**config.mk**
```make
export PLATFORM = sky130hd
export DESIGN_NAME = acc_core
export DESIGN_NICKNAME = d
export VERILOG_FILES = /design/src/rtl/acc_core.sv
export SDC_FILE = /design/constraint.sdc
export NUM_CORES = 1
export LEC_CHECK = 0
export ABC_CLOCK_PERIOD_IN_PS = 2400
export BUFFER_PORTS_ARGS = -buffer_cell sky130_fd_sc_hd__buf_2
export CELL_PAD_IN_SITES_DETAIL_PLACEMENT = 1
export CELL_PAD_IN_SITES_GLOBAL_PLACEMENT = 2
export CORE_UTILIZATION = 32
export DETAILED_ROUTE_END_ITERATION = 8
export PLACE_DENSITY_LB_ADDON = 0.1
export SLEW_MARGIN = 10
export SYNTH_ARGS = -nofsm -noshare
export SYNTH_HDL_FRONTEND = slang
export SYNTH_SLANG_ARGS = --single-unit
export TNS_END_PERCENT = 50
```
**constraint.sdc**
```tcl
create_clock -name clk -period 2.4 [get_ports clk]
set_input_delay 0.48 -clock clk [delete_from_list [all_inputs] [get_ports clk]]
set_output_delay 0.48 -clock clk [all_outputs]
set_load 0.05 [all_outputs]
```
**src/rtl/acc_core.sv**
```systemverilog
module acc_core #(
  parameter int DW           = 16,
  parameter int AW           = 12,
  parameter int HANDLER_ADDR = 'hF00
) (
  input  logic          clk,
  input  logic          rst_n,
  output logic [AW-1:0] mem_addr,
  output logic          mem_we,
  output logic [DW-1:0] mem_wdata,
  input  logic [DW-1:0] mem_rdata,
  input  logic          irq,
  output logic          irq_ack
);
  localparam logic [AW-1:0] HVEC = HANDLER_ADDR[AW-1:0];
  localparam logic [3:0] OP_LD = 4'd1, OP_ST = 4'd2, OP_ADD = 4'd5, OP_RTI = 4'd15;

  typedef enum logic [2:0] {S_FETCH, S_FWAIT, S_EXEC, S_OWAIT, S_ICHK} state_t;

  state_t        state;
  logic [3:0]    op;
  logic [AW-1:0] ea, pc, sv_pc;
  logic [DW-1:0] acc, sv_acc;
  logic          ie;

  wire take = (state == S_ICHK) && irq && ie;

  assign irq_ack   = take;
  assign mem_addr  = (state == S_EXEC) ? ea : pc;
  assign mem_we    = (state == S_EXEC) && (op == OP_ST);
  assign mem_wdata = acc;

  always_ff @(posedge clk) begin
    if (!rst_n) begin
      state  <= S_FETCH;
      op     <= '0;
      ea     <= '0;
      pc     <= '0;
      acc    <= '0;
      sv_pc  <= '0;
      sv_acc <= '0;
      ie     <= 1'b1;
    end else begin
      case (state)
        S_FETCH: state <= S_FWAIT;
        S_FWAIT: begin
          op    <= mem_rdata[DW-1 -: 4];
          ea    <= mem_rdata[AW-1:0];
          pc    <= pc + 1'b1;
          state <= S_EXEC;
        end
        S_EXEC: begin
          case (op)
            OP_LD, OP_ADD: state <= S_OWAIT;
            OP_RTI: begin
              pc    <= sv_pc;
              acc   <= sv_acc;
              ie    <= 1'b1;
              state <= S_ICHK;
            end
            default: state <= S_ICHK;
          endcase
        end
        S_OWAIT: begin
          acc   <= (op == OP_LD) ? mem_rdata : acc + mem_rdata;
          state <= S_ICHK;
        end
        S_ICHK: begin
          if (take) begin
            sv_pc  <= pc;
            sv_acc <= acc;
            pc     <= HVEC;
            ie     <= 1'b0;
          end
          state <= S_FETCH;
        end
        default: state <= S_FETCH;
      endcase
    end
  end

  assert_pc_step_R2: assert property (@(posedge clk) disable iff (!rst_n)
    state == S_FWAIT |=> pc == $past(pc) + 1'b1);

  assert_load_R3: assert property (@(posedge clk) disable iff (!rst_n)
    (state == S_OWAIT && op == OP_LD) |=> acc == $past(mem_rdata));

  assert_we_pulse_R4: assert property (@(posedge clk) disable iff (!rst_n)
    mem_we |=> !mem_we);

  assert_add_wrap_R5: assert property (@(posedge clk) disable iff (!rst_n)
    (state == S_OWAIT && op == OP_ADD) |=> acc == DW'($past(acc) + $past(mem_rdata)));

  assert_ack_vector_R8: assert property (@(posedge clk) disable iff (!rst_n)
    irq_ack |=> (!irq_ack && mem_addr == HVEC));

  assert_mask_hold_R9: assert property (@(posedge clk) disable iff (!rst_n)
    (!ie && !(state == S_EXEC && op == OP_RTI)) |=> !ie);

  assert_restore_R10: assert property (@(posedge clk) disable iff (!rst_n)
    (state == S_EXEC && op == OP_RTI) |=> (pc == $past(sv_pc) && acc == $past(sv_acc) && ie));
endmodule

```
Word level (Yosys, flattened, before mapping)
Index checks and enable logic that the tools add are counted. Widths: inputs -> output; s select.

Register bits: 76. Input port bits: 19. Output and inout port bits: 30. Logic and storage cells: 44.

$add $sub $neg: 2. Equality and inequality tests: 10. Muxes and demuxes: 12. Reductions and logical operators: 12.

Operators by type and width (count): $mux 12 (3); $pmux 12 s3 (1); $mux 16 (2); $pmux 16 s2 (1); $add 16x16->16 (1); $add 12x1->12 const B (1); $pmux 3 s4 (1); $eq 3x2->1 const B (2); $reduce_and 3->1 (2); $eq 4x1->1 const B (1); $eq 4x2->1 const B (1); $eq 4x3->1 const B (1); $eq 4x4->1 const B (1); $reduce_and 2->1 (2); $reduce_bool 2->1 (2); $eq 3x1->1 const B (1); $eq 3x3->1 const B (1); $logic_and 1x1->1 (3); $logic_not 3->1 (1); $mux 3 (1); $reduce_bool 3->1 (1); $mux 1 (2); $ne 2x1->1 const B (1); $ne 2x2->1 const B (1); other kinds (2) (2).

Longest topological paths before layout
Word-level depth: 5. Mapped depth: 8. Gate-level depth less buffers: 8.

Worst setup path before layout
OpenSTA, ideal clock, no wires.

Path kind: reg-to-output. Start point: register state[2]. End point: output port mem_addr[10]. Arrival time: 2.279 ns. Required time: 1.920 ns. Slack: -0.359 ns. Cell stages (with the launch flop): 7. Path buffers: 3. Cells stage by stage: dfxtp_1 clkbuf_1 nand2b_1 nor2_1 buf_2 buf_2 o21ai_0.

Cells in the longest elaborated chain, start to end: 2.

RTL lines: start: declaration (RTL line 20) `state_t state;`; start signal: assignment (RTL line 35) `state <= S_FETCH;`; start signal: assignment (RTL line 45) `S_FETCH: state <= S_FWAIT;`; start signal: assignment (RTL line 50) `state <= S_EXEC;`; $eq 3x2->1 (RTL line 29) `assign mem_addr = (state == S_EXEC) ? ea : pc;`; $mux 12 (RTL line 29); end: declaration (RTL line 8) `output logic [AW-1:0] mem_addr,`.

No other way between the ends.

Final worst setup path
Start point: register state[1]. End point: output port mem_addr[9].

The elaborated chain is that of the path after synthesis.

==> results.toml <==
[run_status]
outcome = "complete, no violations"

[cells_and_area]
post-route-util_pct = 40.53
syn2layout_area_growth_pct = 23.53
antenna_cells = 0
layout_common_cells = "nand2_1, dfxtp_1, buf_2, a21boi_0, buf_4"
fillers = 1621
final_cell_area_um2 = 5346
layout-drive-gt1-share_pct = 20.89
nets = 640
fin_cells = 784
final_common_cell = "nand2_1"

[drt]
wirelength_um = 14250
routed-wl-met2_um = 6471
viasPerCell = 5.323
dr.pass1.iters = 4
ant_nets = 0
dr.max_layer_used = "met4"
m1WireLength_um = 7155
vias = 4173
drc = 0
wl_per_cell_um = 18.18
dr_wl_met3_um = 384
first_iter_violations = 157

[sta]
finalMaxSlewViolations = 0
hold_slack_ps = 430.6
final-setup-viol-count = 0
finalHoldViolations = 0
rsz0062_at_grt = "yes"
relSlewSlack_pct = 55.65
period_needed_ps = 2335
period_share_pct = 97.28
tightest_slew_ps = 665.2
clock-skew-final_ps = 9.140
clock.fmax_mhz = 428.3
layout_setup_ws_ps = 65.27
fin_tns_setup_ps = 0

[grt]
overflow = 0
antenna_found_initial = 0
grt_pass1_vias = 4284
grt_max_degree = 34
grt_pass1_wl_um = 22890
grt.total_usage_pct = 21.13

[floorplan]
ios = 49
core_area_um2 = 13190
die_h_um = 118.3
initial_core_util_pct = 32.81
std_cell_rows = 42
die_x_um = 118.3
dieArea_um2 = 13990

[critical_path]
rr_worst_depth = 9
slowest_stage = "dfxtp_1"
slowest_delay_ps = 500
critPathCaptureType = "primary output"
critPathKind = "register to primary output"
start_kind = "register"
worstPathArrival_ps = 1850
path_cells = "nand2b_4 > nor2_4 > buf_12 > mux2_2 > buf_2"
worstPathRequired_ps = 1920
critPathMaxFanout = 16

[place]
preCtsSetupSlack_ps = -336.0
dpl.cell_count = 767
portBuffers = 48
placed_cell_area_um2 = 4986
hpwl_um = 10320
gp_congestion = 0.8143

[clock_tree]
cts_root_buf = "clkbuf_16"
cts_tree = "built"
clkTransAtPathRegs_ps = 60
clock_latency_ps = 340
clkSinkCount = 76
postCtsHoldBufs = 0
numCtsBuffers = 9
clk_path_buf_depth = 2
h-tree-depth = 3

[run]
maxCapViolations = 0

[hold_path]
hold_depth = 3
hold_class = "primary input to register"

[synthesis]
ys_top_cells_by_area = "dfxtp_1, nand2_1, a21boi_0"
yosys_warnings = 0
syn_inst = 535
synth_flop_cell = "dfxtp_1"
syn-mean-instance-area_um2 = 8.090
synth.distinct_cells = 59
yosysTopAreaCellShare_pct = 35.15
yosysSeqAreaShare_pct = 35.15
async_flop_share_pct = 0
syn_area_um2 = 4328
ys_ff_latch = 76
synth_enable_flop_cells = 0
yosysTopAreaCell = "dfxtp_1"
syn_nets = 571

[pwr]
power_frac_comb_pct = 21.4
p_switching_mw = 1.087
clock_power_share_pct = 39.0
p_int_mw = 2.427
p_seq_share_pct = 39.6
swShare_pct = 30.92
power_mw = 3.514
p_leak_nw = 2.190
ir_drop_uv = 261.0
power.density_nw_per_um2 = 657.2
[power groups by stage]
stage,Combinational [mW],Clock [mW],Sequential [mW]
detailed placement,0.734,0,1.42
CTS,0.743,1.41,1.39
finish,0.751,1.37,1.39
floorplan,0.451,0,1.44
global route,0.820,1.45,1.40
global placement,0.727,0,1.42
[cell type report]
class                      instances  area (um^2)  area share (%)
multi-input combinational        410         2654           49.64
inverter                          18        67.56           1.264
timing repair buffer              89        590.6           11.05
tap                              176        220.2           4.119
clock buffer                      11        242.7           4.540
clock inverter                     4        50.05          0.9361
sequential                        76         1521           28.46
[Yosys cell counts (3+ instances only)]
library cell	instances
nand2_1	117
dfxtp_1	76
a21boi_0	47
o21ai_0	26
a21oi_1	25
clkbuf_1	25
nor2_1	19
inv_1	18
ha_1	16
o211ai_1	10
mux2_2	9
nand3_1	9
nor2b_1	9
o221ai_1	9
xnor2_1	9
a21o_1	8
mux2i_1	8
nor3_1	8
nand2b_1	6
o211a_1	6
buf_2	5
nand4_1	5
a31oi_1	3
and2_1	3
and3_1	3
nand3b_1	3
nor3b_1	3
nor4_1	3
o311a_1	3
xor2_1	3
[layer usage]
| metal | vias up | GRT usage, % |
|---|---|---|
| li1 | 2046 | - |
| met1 | 2062 | 28.90 |
| met2 | 53 | 33.49 |
| met3 | 12 | 2.703 |
| met4 | 0 | 8.574 |
| met5 | - | 0 |
[worst max-delay path: cells and delay by family (launching register included)]
family                 cells  cell delay (ps)
DFF                        1              500
buffers and inverters      2              380
muxes                      1              360
and+or+nand+nor            2              260
[registers in the layout, indices dropped and copies added, names as in the netlist]
name / flops
sv_pc: 12
state: 3
pc: 12
op: 4
ie: 1
sv_acc: 16
ea: 12
mem_wdata: 16
[what timing repair did]
| item | CTS | global route |
|---|---|---|
| pin swaps | 3 | 4 |
| cloned | 0 | 1 |
| setup endpoints to repair | 7 | 12 |
| gates resized for setup | 4 | 2 |
| buffers inserted | 0 | 1 |
[worst paths after layout]
kind | start | endpoint | slack (ps)
worst min-delay path | mem_rdata[8] | ea[8]$_SDFFE_PN0P_ | 430
worst min register to register | ea[11]$_SDFFE_PN0P_ | ea[11]$_SDFFE_PN0P_ | 460
worst max register to register | mem_wdata[0]$_SDFFE_PN0P_ | mem_wdata[12]$_SDFFE_PN0P_ | 90
worst max-delay path | state[1]$_SDFF_PN0_ | mem_addr[9] | 70
[cell families after synthesis]
logic type,Yosys count,share of synthesized area (%)
xor gates and xnor gates,12,2.429
muxes,17,4.192
and+or+nand+nor,201,21.71
adders and majority gates,17,5.088
buffers and inverters,49,4.394
DFF,76,35.15
AOI/OAI and AO/OA,163,27.03
(Power assumes the default switching activity.)
